==> src/rtl/spi_burst_master.sv <==
module spi_burst_master #(
  parameter int DEPTH = 8,
  parameter int DIV_W = 8,
  parameter int LEN_W = 12,
  parameter int NCS   = 4
) (
  input  logic        clk,
  input  logic        rst_n,
  input  logic [1:0]  reg_addr,
  input  logic        reg_wen,
  input  logic        reg_ren,
  input  logic [31:0] reg_wdata,
  output logic [31:0] reg_rdata,
  output logic        sclk,
  output logic        mosi,
  input  logic        miso,
  output logic [NCS-1:0] cs_n
);
  localparam int AW  = $clog2(DEPTH);
  localparam int CW  = AW + 1;
  localparam int CSW = $clog2(NCS);
  localparam int HW  = DIV_W + 1;

  typedef enum logic [2:0] {IDLE, LOW, HIGH, WAITW, TAIL} st_t;

  logic [31:0] ctrl;
  logic [31:0] tx_mem [DEPTH];
  logic [31:0] rx_mem [DEPTH];
  logic [AW-1:0] tx_wp, tx_rp, rx_wp, rx_rp;
  logic [CW-1:0] tx_cnt, rx_cnt;
  logic ovf, sclk_q;
  st_t st;
  logic [HW-1:0] hcnt;
  logic [31:0] tx_sh, rx_sh;
  logic [4:0] bcnt;
  logic [LEN_W-1:0] wleft;
  logic [CSW-1:0] csq;

  wire              en   = ctrl[0];
  wire [CSW-1:0]    sel  = ctrl[1 +: CSW];
  wire [DIV_W-1:0]  div  = ctrl[8 +: DIV_W];
  wire [LEN_W-1:0]  blen = ctrl[16 +: LEN_W];

  wire tx_empty = tx_cnt == '0;
  wire tx_full  = tx_cnt == CW'(DEPTH);
  wire rx_full  = rx_cnt == CW'(DEPTH);
  wire half_done = hcnt == {1'b0, div};
  wire word_end  = st == HIGH && half_done && bcnt == 5'd0;
  wire tx_push = en && reg_wen && reg_addr == 2'd2 && !tx_full;
  wire rx_pop  = en && reg_ren && reg_addr == 2'd3 && rx_cnt != '0;
  wire tx_pop  = en && !tx_empty && (st == IDLE || st == WAITW || (word_end && wleft != '0));
  wire rx_push = en && word_end;
  wire rx_wr   = rx_push && !rx_full;

  wire [4:0] low5 = 5'(blen[4:0] | 5'd7) + 5'd1;
  wire [5:0] rbits = (low5 == 5'd0) ? 6'd32 : {1'b0, low5};

  always_ff @(posedge clk)
    if (!rst_n) ctrl <= '0;
    else if (reg_wen && reg_addr == 2'd0) ctrl <= reg_wdata;

  always_ff @(posedge clk) begin
    if (tx_push) tx_mem[tx_wp] <= reg_wdata;
    if (rx_wr) rx_mem[rx_wp] <= rx_sh;
  end

  always_ff @(posedge clk) begin
    if (!rst_n || !en) begin
      st <= IDLE; hcnt <= '0; sclk_q <= 1'b0; tx_sh <= '0; rx_sh <= '0;
      bcnt <= '0; wleft <= '0; csq <= '0; ovf <= 1'b0;
      tx_wp <= '0; tx_rp <= '0; tx_cnt <= '0;
      rx_wp <= '0; rx_rp <= '0; rx_cnt <= '0;
    end else begin
      tx_wp  <= tx_wp + AW'(tx_push);
      tx_rp  <= tx_rp + AW'(tx_pop);
      tx_cnt <= tx_cnt + CW'(tx_push) - CW'(tx_pop);
      rx_wp  <= rx_wp + AW'(rx_wr);
      rx_rp  <= rx_rp + AW'(rx_pop);
      rx_cnt <= rx_cnt + CW'(rx_wr) - CW'(rx_pop);
      ovf    <= ovf | (rx_push & rx_full);
      case (st)
        IDLE: if (tx_pop) begin
          st <= LOW; hcnt <= '0; csq <= sel; rx_sh <= '0;
          bcnt  <= 5'(rbits - 6'd1);
          tx_sh <= tx_mem[tx_rp] << (6'd32 - rbits);
          wleft <= (blen | LEN_W'(7)) >> 5;
        end
        LOW: if (half_done) begin
          sclk_q <= 1'b1; rx_sh <= {rx_sh[30:0], miso}; hcnt <= '0; st <= HIGH;
        end else hcnt <= hcnt + HW'(1);
        HIGH: if (half_done) begin
          sclk_q <= 1'b0; hcnt <= '0;
          if (bcnt != 5'd0) begin
            bcnt <= bcnt - 5'd1; tx_sh <= tx_sh << 1; st <= LOW;
          end else begin
            rx_sh <= '0;
            if (wleft != '0) begin
              wleft <= wleft - LEN_W'(1);
              if (tx_pop) begin
                tx_sh <= tx_mem[tx_rp]; bcnt <= 5'd31; st <= LOW;
              end else st <= WAITW;
            end else st <= TAIL;
          end
        end else hcnt <= hcnt + HW'(1);
        WAITW: if (tx_pop) begin
          tx_sh <= tx_mem[tx_rp]; bcnt <= 5'd31; hcnt <= '0; st <= LOW;
        end
        TAIL: if (hcnt == {div, 1'b1}) begin
          st <= IDLE; hcnt <= '0;
        end else hcnt <= hcnt + HW'(1);
        default: st <= IDLE;
      endcase
    end
  end

  assign sclk = sclk_q & en;
  assign mosi = en && st != IDLE && tx_sh[31];

  for (genvar i = 0; i < NCS; i++) begin : g_cs
    assign cs_n[i] = !(en && st != IDLE && csq == CSW'(i));
  end

  always_comb
    case (reg_addr)
      2'd0: reg_rdata = ctrl;
      2'd1: reg_rdata = en ? {28'd0, ovf, rx_cnt != '0, tx_full, tx_empty} : 32'h1;
      2'd3: reg_rdata = (en && rx_cnt != '0) ? rx_mem[rx_rp] : 32'h0;
      default: reg_rdata = 32'h0;
    endcase


  cs_release_chk: assert property (@(posedge clk) disable iff (!rst_n)
    (reg_wen && reg_addr == 2'd0 && !reg_wdata[0]) |=> (&cs_n && !sclk));

  cs_onehot_chk: assert property (@(posedge clk) disable iff (!rst_n) $onehot0(~cs_n));

  tx_bound_chk: assert property (@(posedge clk) disable iff (!rst_n) tx_cnt <= CW'(DEPTH));

  rx_ovf_chk: assert property (@(posedge clk) disable iff (!rst_n)
    (rx_push && rx_full && !(reg_wen && reg_addr == 2'd0)) |=> ovf);

  dis_write_chk: assert property (@(posedge clk) disable iff (!rst_n)
    (!en && reg_wen && reg_addr == 2'd2) |=> tx_empty);
endmodule

==> config.mk <==
export PLATFORM = sky130hd
export DESIGN_NAME = spi_burst_master
export DESIGN_NICKNAME = d
export VERILOG_FILES = /design/src/rtl/spi_burst_master.sv
export SDC_FILE = /design/constraint.sdc
export NUM_CORES = 1
export LEC_CHECK = 0
export BUFFER_PORTS_ARGS = -buffer_cell sky130_fd_sc_hd__buf_2
export CAP_MARGIN = 20
export CORE_MARGIN = 2
export CORE_UTILIZATION = 35
export CTS_CLUSTER_DIAMETER = 120
export DETAILED_ROUTE_END_ITERATION = 16
export PLACE_DENSITY = 0.62
export SYNTH_ARGS = -nofsm -noshare
export SYNTH_HDL_FRONTEND = slang
export SYNTH_SLANG_ARGS = --single-unit
==> constraint.sdc <==
create_clock -name clk -period 4.7 [get_ports clk]
set_clock_uncertainty 0.05 [all_clocks]
set_input_delay 0.705 -clock clk [delete_from_list [all_inputs] [get_ports clk]]
set_output_delay 0.705 -clock clk [all_outputs]
set_load 0.02 [all_outputs]
==> reports/metrics.yaml, run 1 <==
sta:
  setup_viol: 0
  setup-tns-final_ns: 0
  worstMarginPinSlew_ns: 0.982
  fmax_mhz: 255
  period_share: 0.833
  slew_violations: 0
  hold_viol_final: 0
  rsz0062_at_grt: "false"
  min_period_ns: 3.92
  slew_headroom: 0.343
setup_path:
  critPathLaunch: "wleft[0]"
  cpMostUsedCell: "o21ai_1"
  timing_worst_setup_path_type: "register to register"
  path_buf_inv: 3
  worstPathArrival_ns: 4.39
  path_delay_family: "compound AO/OA/AOI/OAI gates"
  timing.rr.start: "wleft[0]"
  cp.depth: 11
  r2r_setup_slack_ns: 0.78
  crit_required_ns: 5.18
  endpoint_kind: "register"
  startpoint_type: "register"
  slowest_stage: "o21ai_1"
  regToRegEndpoint: "tx_sh[16]"
  path_cells: "inv_1, ha_1, or3b_2, nor4_4, nor4b_4, o21ai_2, inv_2, buf_4, o21ai_1, o21ai_1, nor2_1"
  ff2ff_path_depth: 11
  critPathMaxFanout: 35
  critical_path.endpoint: "tx_sh[16]"
  cp_slowest_stage_delay_ns: 0.74
yosys:
  ys_types: 78
  synth-xor-area-share: 0.0128
  yosysMostFrequentCell: "edfxtp_1"
  synth_area_leaders: "edfxtp_1 56%, dfxtp_1 11%, mux4_2 10%"
  syn_area_per_cell_um2: 14.9
  synthFlopType: "edfxtp_1"
  postSynthCellCount: 1839
  synth_compound_area_frac: 0.0832
  yosys.area_share.simple: 0.0699
  synth_top_area_cell: "edfxtp_1"
  ys_seq_area_frac: 0.668
  netlist_area_um2: 27500
  netlist.area_leader.share: 0.560
  muxShareOfSynthArea: 0.132
  synth_adder_area_share: 0.0128
  synth_nets: 1905
  synthTopCellsByCount: "512 x edfxtp_1, 166 x nand2_1, 149 x dfxtp_1"
  ys_warn_count: 0
  synth_top_family_by_area: "multiplexers"
  synth_seq_cells: 661
  async_flop_share: 0
  synth_edf_count: 512
clock_network:
  path_clk_slew_ns: 0.06
  cts_tree: "done"
  clockBufferDepth: 3
  post_cts_buffers: 0
  ctsHoldBuffers: 0
  cts_root_buf: "clkbuf_16"
  htreeDepth: 3
  cts_buffers: 67
  clock_latency_ns: 0.60
  post_cts_resized: 0
  clkSinkCount: 661
route:
  wirelength_mm: 68.9
  drt-wirelength-per-cell_um: 22.9
  drcViolationCount: 0
  vias: 16362
  drt_pass1_iterations: 5
  vias_per_cell: 5.43
  ant_nets: 0
  drtIter0Drc: 1666
run:
  cap_violations: 0
floorplan:
  num_rows: 102
  die_area_um2: 80700
  io-pin-count: 77
  core_um2: 77600
  die_x_um: 284
  die_h_um: 284
  start_util: 0.354
place:
  dp_hpwl_mm: 43.7
  io_buffers: 76
  globalplace.congestion: 0.880
finish:
  layout-drive-gt1-share: 0.200
  fin_util: 0.403
  area_growth_pct: 14.0
  num-nets-final: 1984
status:
  status: "complete, no violations"
global_routing:
  grt_pass1_vias: 16328
  overflow: 0
  track_usage: 0.170
  grt_max_degree: 49
  grt_pass1_wl_mm: 104
  grt_antenna_before_repair: 2
pwr:
  p_per_area_nw_per_um2: 366
  leakagePower_uw: 0.00910
  ir_worst_vdd_mv: 0.214
hold_path:
  hold_path.class: "primary input to register"
## worst min-delay path by stage
stage	from	to	slack (ns)	cells past startpoint
5_1_grt	reg_wdata[28]	tx_mem[1][28]	0.35	1
6_report	reg_wdata[10]	tx_mem[6][10]	0.35	1
2_1_floorplan	tx_sh[20]	tx_sh[20]	0.39	2
3_3_place_gp	tx_sh[22]	tx_sh[22]	0.41	2
4_1_cts	reg_wdata[26]	tx_mem[4][26]	0.32	1
3_5_place_dp	tx_sh[22]	tx_sh[22]	0.41	2
## metrics by stage
step                      setup slack [ns]  power (µW)  hold slack [ns]  area (µm²)  instances
after floorplan                      0.542        6480            0.387       27500       1839
after global placement                1.02        6560            0.409       29200       2888
after detailed placement             0.883        6570            0.414       29200       2888
after CTS                            0.846       11500            0.316       31300       3007
after global routing                 0.578       11800            0.348       31300       3008
final                                0.784       11400            0.347       31300       3013
## sequential cells by signal (all words and copies together), names as in the netlist, 5 cells and up
| register | cells |
|---|---|
| rx_mem | 256 |
| tx_sh | 32 |
| hcnt | 9 |
| ctrl | 32 |
| tx_mem | 256 |
| bcnt | 5 |
| rx_sh | 32 |
| wleft | 12 |
## logic make-up (layout without fill, tap and decap cells)
family | count (synthesis) | after routing
flops | 661 | 661
simple gates | 411 | 411
compound gates | 351 | 351
mux | 206 | 206
buf+inv | 143 | 272
xor+xnor | 40 | 40
fa+ha+maj | 27 | 27
other cells | 0 | 5
## area by class of cell
cell class | instances | area, µm²
inverter | 19 | 71.3
clock inverter | 29 | 159
timing repair buffer | 134 | 836
antenna | 5 | 12.5
clock buffer | 90 | 1880
multi-input combinational | 1035 | 8680
sequential | 661 | 18400
tap | 1040 | 1300
fill | 7136 | 46300
## per-layer routing
metal	GRT usage	part of all wire	vias to the layer above
met4	0.0593	0.030	0
met5	0	0	-
met3	0.0273	0.050	105
met1	0.235	0.44	8432
met2	0.274	0.48	492
li1	-	-	7333
## where the power goes
part	internal, µW	leakage (µW)	total [µW]	switching, µW
Clock	2850	0.000995	5000	2150
Sequential	6250	0.00527	6260	10.7
Combinational	51.1	0.00283	180	129
Total	9160	0.00910	11400	2290
## cells in the final DEF, fill, tap and decap left out, drive strengths merged, types with 11 or more instances in the layout
cell	Yosys	final
dfxtp	149	149
edfxtp	512	512
a221oi	44	44
o21ai	88	88
clkbuf	89	90
a21oi	93	93
mux2i	78	78
xor2	17	17
nor3	53	53
o22ai	12	12
nand3	19	19
a21boi	33	33
mux4	124	124
ha	25	25
inv	19	20
o211ai	11	11
xnor2	23	23
nor2	90	90
and2	14	14
and3	13	13
clkinv	0	25
a31oi	11	11
buf	35	134
nand2	167	167
(Power assumes the default switching activity.)
==> inputs of run 2 (changes only) <==
==> constraint.sdc (replaced) <==
create_clock -name clk -period 3.5 [get_ports clk]
set_clock_uncertainty 0.05 [all_clocks]
set_input_delay 0.525 -clock clk [delete_from_list [all_inputs] [get_ports clk]]
set_output_delay 0.525 -clock clk [all_outputs]
set_load 0.02 [all_outputs]
==> run 2 against run 1 <==
Sequential share of layout area is 0.73 points lower. Combinational power is 38% higher. Critical endpoint is now reg_rdata[30]. Core utilization is 0.51 points higher. Via count is 2.3% higher. Non-clock buffer count is 29 higher. Sequential cell count stayed put. Sequential power is 34% higher. Clock power is 40% higher. Worst hold slack worse by 0.18 ns. Power is 37% higher. Largest cell class unchanged. Routed wire length is 1.8% higher. Critical path depth is 6 lower.
==> reports/metrics.yaml, run 2 (same netlist as run 1, synthesis figures left out) <==
status:
  status: "complete, no violations"
global_routing:
  grt_pass1_vias: 16745
  grt_antenna_before_repair: 2
  overflow: 0
  track_usage: 0.173
  grt_max_degree: 65
  grt_pass1_wl_mm: 106
setup_path:
  path_cells: "buf_4, mux4_2, mux2i_1, o21ai_0, buf_2"
  startpoint_type: "register"
  timing_worst_setup_path_type: "register to primary output"
  cp_slowest_stage_delay_ns: 0.69
  path_delay_family: "flip-flops"
  critPathLaunch: "rx_rp[1]"
  timing.rr.start: "hcnt[1]"
  regToRegEndpoint: "rx_cnt[2]"
  r2r_setup_slack_ns: 0.25
  critical_path.endpoint: "reg_rdata[30]"
  worstPathArrival_ns: 2.74
  slowest_stage: "dfxtp_2"
  cp.depth: 5
  critPathMaxFanout: 17
  crit_required_ns: 2.92
  ff2ff_path_depth: 12
  path_buf_inv: 2
  endpoint_kind: "primary output"
clock_network:
  clkSinkCount: 661
  htreeDepth: 3
  cts_buffers: 67
  cts_tree: "done"
  path_clk_slew_ns: 0.06
  cts_root_buf: "clkbuf_16"
  clock_latency_ns: 0.61
  clockBufferDepth: 3
sta:
  rsz0062_at_grt: "false"
  whs_ns: 0.164
  setup_viol: 0
  fmax_mhz: 302
  slew_headroom: 0.309
  hold_viol_final: 0
  setup-tns-final_ns: 0
  period_share: 0.947
  slew_violations: 0
  worstMarginPinSlew_ns: 1.04
  finalWorstSetupSlack_ns: 0.186
  min_period_ns: 3.31
finish:
  finalNonFillerCells: 3042
  layout_commonest_cell: "edfxtp_1"
  layout-drive-gt1-share: 0.215
  top_regs: "rx_mem: 256 flops, tx_mem: 256 flops"
  final_cell_mix: "512 x edfxtp_1, 165 x nand2_1, 142 x dfxtp_1, 124 x mux4_2, 92 x a21oi_1"
  num-nets-final: 2013
  area_growth_pct: 15.4
pwr:
  p_clk_frac: 0.446
  p_int_uw: 12500
  ir_worst_vdd_mv: 0.362
  p_seq_frac: 0.538
  leakagePower_uw: 0.00930
  p_per_area_nw_per_um2: 493
  switching_share: 0.202
  comb_power_share: 0.016
  power_switching_uw: 3160
route:
  vias: 16744
  wirelength_mm: 70.1
  drtIter0Drc: 1747
  vias_per_cell: 5.50
  drt_pass1_iterations: 5
  ant_nets: 0
  drt-wirelength-per-cell_um: 23.0
  drcViolationCount: 0
floorplan:
  die_x_um: 284
  io-pin-count: 77
  die_h_um: 284
  start_util: 0.354
  die_area_um2: 80700
  core_um2: 77600
  num_rows: 102
run:
  cap_violations: 0
hold_path:
  hold_path.class: "primary input to register"
place:
  dpl.cell_count: 2914
  place_ws_ns: 0.161
  io_buffers: 76
  globalplace.congestion: 0.902
  dp_hpwl_mm: 45.1
==> run 2: worst min-delay path by stage <==
| stage | startpoint | endpoint | slack, ns | cells past startpoint |
|---|---|---|---|---|
| 6_report | reg_wdata[0] | tx_mem[0][0] | 0.16 | 1 |
| 5_1_grt | reg_wdata[4] | tx_mem[6][4] | 0.15 | 1 |
| 4_1_cts | reg_wdata[29] | tx_mem[6][29] | 0.13 | 1 |
| 3_5_place_dp | ctrl[17] | ctrl[17] | 0.41 | 2 |
| 3_3_place_gp | tx_sh[20] | tx_sh[20] | 0.40 | 2 |
| 2_1_floorplan | tx_sh[20] | tx_sh[20] | 0.39 | 2 |
==> run 2: what timing repair did <==
action	CTS	global route
hold buffers	0	0
resized for setup	0	2
setup endpoints to repair	1	4
setup buffers	4	0
==> run 2: metal layers <==
layer  up-vias  global-route usage  wire, µm
li1       7411                   -         -
met3       144              0.0358      4780
met4         0              0.0620      2430
met1      8580               0.238     30500
met2       609               0.270     32400
met5         -                   0         0
==> run 2: layout make-up <==
type	count	area, µm²
clock buffer	89	1800
inverter	19	71.3
fill	7125	45900
timing repair buffer	163	1130
antenna	1	2.50
multi-input combinational	1035	8700
tap	1040	1300
clock inverter	34	325
sequential	661	18400
==> run 2: stage by stage <==
step | utilization | instance area [µm²] | power [µW]
final | 0.409 | 31700 | 15600
after global routing | 0.409 | 31700 | 16100
after CTS | 0.408 | 31700 | 15800
after detailed placement | 0.381 | 29500 | 8820
after global placement | 0.381 | 29500 | 8810
after floorplan | - | 27500 | 8700
==> run 2: power by group through the flow <==
| stage | logic (µW) | registers [µW] | clock network (µW) |
|---|---|---|---|
| final | 248 | 8410 | 6980 |
| after global routing | 274 | 8410 | 7440 |
| after CTS | 246 | 8410 | 7140 |
| after detailed placement | 245 | 8580 | 0 |
| after global placement | 237 | 8580 | 0 |
| after floorplan | 121 | 8580 | 0 |
==> run 2: worst reg2reg max path, delay by kind of cell, from the launching register on <==
family / cells / cell delay [ns]
flip-flops: 1 / 0.45
XOR/XNOR: 2 / 0.36
AND/OR/NAND/NOR: 4 / 1.14
adder cells (fa/ha/maj): 3 / 0.86
buffers and inverters: 3 / 0.26
==> inputs of run 3 (changes only) <==
--- a/config.mk
+++ b/config.mk
@@ -5,7 +5,7 @@
 export SDC_FILE = /design/constraint.sdc
 export NUM_CORES = 1
 export LEC_CHECK = 0
-export BUFFER_PORTS_ARGS = -buffer_cell sky130_fd_sc_hd__buf_2
+export BUFFER_PORTS_ARGS = -buffer_cell sky130_fd_sc_hd__buf_4
 export CAP_MARGIN = 20
 export CORE_MARGIN = 2
 export CORE_UTILIZATION = 35
==> constraint.sdc (replaced) <==
create_clock -name clk -period 2.8 [get_ports clk]
set_clock_uncertainty 0.05 [all_clocks]
set_input_delay 0.42 -clock clk [delete_from_list [all_inputs] [get_ports clk]]
set_output_delay 0.42 -clock clk [all_outputs]
set_load 0.02 [all_outputs]
==> run 3 against run 2 <==
Final cell count increased by 4.5%. Register-to-register slack got worse by 0.28 ns. Largest power group unchanged. Critical path depth increased by 2. Combinational power increased by 62%. Highest routed layer is now met5. The run now ends with negative setup slack left. Sequential share of layout area decreased by 4.1 points. Global-route usage increased by 0.38 points.
==> reports/metrics.yaml, run 3 (same netlist as run 1, synthesis figures left out) <==
finish:
  top_regs: "rx_mem: 256 flops, tx_mem: 256 flops"
  antennaDiodeCount: 0
  layout-drive-gt1-share: 0.296
  finalNonFillerCells: 3180
  final_cell_mix: "512 x edfxtp_1, 219 x buf_4, 164 x nand2_1, 138 x dfxtp_1, 124 x mux4_2"
  num-nets-final: 2155
  layout_commonest_cell: "edfxtp_1"
  area_growth_pct: 24.3
  finalInstanceArea_um2: 34100
setup_path:
  r2r_setup_slack_ns: -0.03
  endpoint_kind: "primary output"
  critPathMaxFanout: 6
  worstPathArrival_ns: 2.42
  crit_required_ns: 2.33
  timing.rr.start: "bcnt[1]"
  ff2ff_path_depth: 12
  regToRegEndpoint: "tx_cnt[1]"
  startpoint_type: "register"
  timing_worst_setup_path_type: "register to primary output"
global_routing:
  grt_pass1_vias: 17314
  top_usage_layer: "met2"
  grt_antenna_before_repair: 2
  grt_max_degree: 45
  grtUsageMet3: 0.0307
  track_usage: 0.177
  met2_usage: 0.293
  grt_pass1_wl_mm: 108
  overflow: 0
  met1_usage: 0.235
floorplan:
  num_rows: 102
  start_util: 0.354
  die_h_um: 284
  die_x_um: 284
  core_um2: 77600
  io-pin-count: 77
  die_area_um2: 80700
sta:
  hold_viol_final: 0
  setup-tns-final_ns: -0.769
  finalWorstSetupSlack_ns: -0.0922
  slew_headroom: 0.527
  min_period_ns: 2.89
  rsz0062_at_grt: "true"
  slew_violations: 0
  period_share: 1.03
  setup_viol: 16
  worstMarginPinSlew_ns: 0.704
  fmax_mhz: 346
clock_network:
  clkSinkCount: 661
  clockBufferDepth: 3
  htreeDepth: 3
  cts_root_buf: "clkbuf_16"
  cts_buffers: 67
  path_clk_slew_ns: 0.06
  clock_latency_ns: 0.61
  cts_tree: "done"
route:
  wirelength_mm: 72.3
  vias_per_cell: 5.38
  ant_nets: 0
  vias: 17117
  drt-wirelength-per-cell_um: 22.7
  drtIter0Drc: 1556
  drt_pass1_iterations: 5
  drcViolationCount: 0
pwr:
  leakagePower_uw: 0.0103
  p_clk_frac: 0.445
  switching_share: 0.200
  ir_worst_vdd_mv: 0.464
  p_per_area_nw_per_um2: 576
  p_int_uw: 15700
  comb_power_share: 0.020
  power_switching_uw: 3920
  p_seq_frac: 0.535
run:
  cap_violations: 0
place:
  globalplace.congestion: 0.886
  dp_hpwl_mm: 44.9
  placed_area_um2: 30600
  io_buffers: 76
  place_ws_ns: -0.0766
  dpl.cell_count: 2977
hold_path:
  worstHoldStart: "reg_wdata[16]"
  hold_path.class: "primary input to register"
  hold_depth: 1
  whs_endpoint: "tx_mem[2][16]"
status:
  violations: "negative setup slack"
  status: "finished with violations"
[run 3: cell types whose count changed in the layout (fill, tap and decap cells not counted), sizes merged]
| cell | delta |
|---|---|
| clkinvlp | -1 |
| inv | -3 |
| clkinv | +1 |
| clkbuf | +5 |
| dlygate4sd3 | +28 |
| buf | +111 |
| diode | -1 |
| bufinv | -2 |
[run 3: critical path, stage by stage (launching register included)]
cell and delay, ns:
dfxtp_4 0.42, buf_12 0.12, buf_8 0.10, mux4_2 0.50
mux2i_2 0.20, nand2_1 0.09, a22o_4 0.25, buf_6 0.13
[run 3: layer usage]
layer | vias up | routed length (µm)
li1 | 7676 | -
met1 | 8737 | 30800
met2 | 562 | 35000
met5 | - | 14
met3 | 140 | 4160
met4 | 2 | 2350
[run 3: through the flow]
stage	utilization	total power, µW	hold slack, ns
final	0.440	19700	0.0366
after floorplan	-	10900	0.387
after detailed placement	0.394	11100	0.412
after global placement	0.394	11100	0.405
after global routing	0.440	20200	0.0219
after CTS	0.433	19800	0.0000747
[run 3: final cells by class]
| class | instances | area (µm²) |
|---|---|---|
| sequential | 661 | 18400 |
| clock buffer | 91 | 1920 |
| multi-input combinational | 1035 | 9280 |
| inverter | 19 | 71.3 |
| tap | 1040 | 1300 |
| clock inverter | 29 | 209 |
| timing repair buffer | 305 | 2990 |
| fill | 6907 | 43400 |
[run 3: worst max-delay path by stage]
stage / start / end / slack [ns] / cells past startpoint
6_report: rx_rp[0] / reg_rdata[2] / -0.09 / 7
5_1_grt: rx_rp[0] / reg_rdata[2] / -0.17 / 7
4_1_cts: rx_rp[0] / reg_rdata[2] / -0.15 / 7
3_5_place_dp: bcnt[0] / tx_cnt[1] / -0.08 / 12
3_3_place_gp: wleft[7] / tx_sh[23] / 0.02 / 9
2_1_floorplan: wleft[0] / tx_cnt[1] / -0.32 / 15
[run 3: timing repair]
item,in CTS,in global routing
pin swaps,15,20
hold endpoints to repair,213,0
resized for setup,67,74
setup endpoints to repair,59,118
cloned,2,4
buffers inserted,41,13
hold buffers,28,0
[run 3: power groups by stage]
stage | Clock [µW] | Sequential (µW) | Combinational [µW]
4_1_cts | 8930 | 10500 | 399
5_1_grt | 9300 | 10500 | 438
6_report | 8740 | 10500 | 403
2_1_floorplan | 0 | 10700 | 158
3_3_place_gp | 0 | 10700 | 351
3_5_place_dp | 0 | 10700 | 359
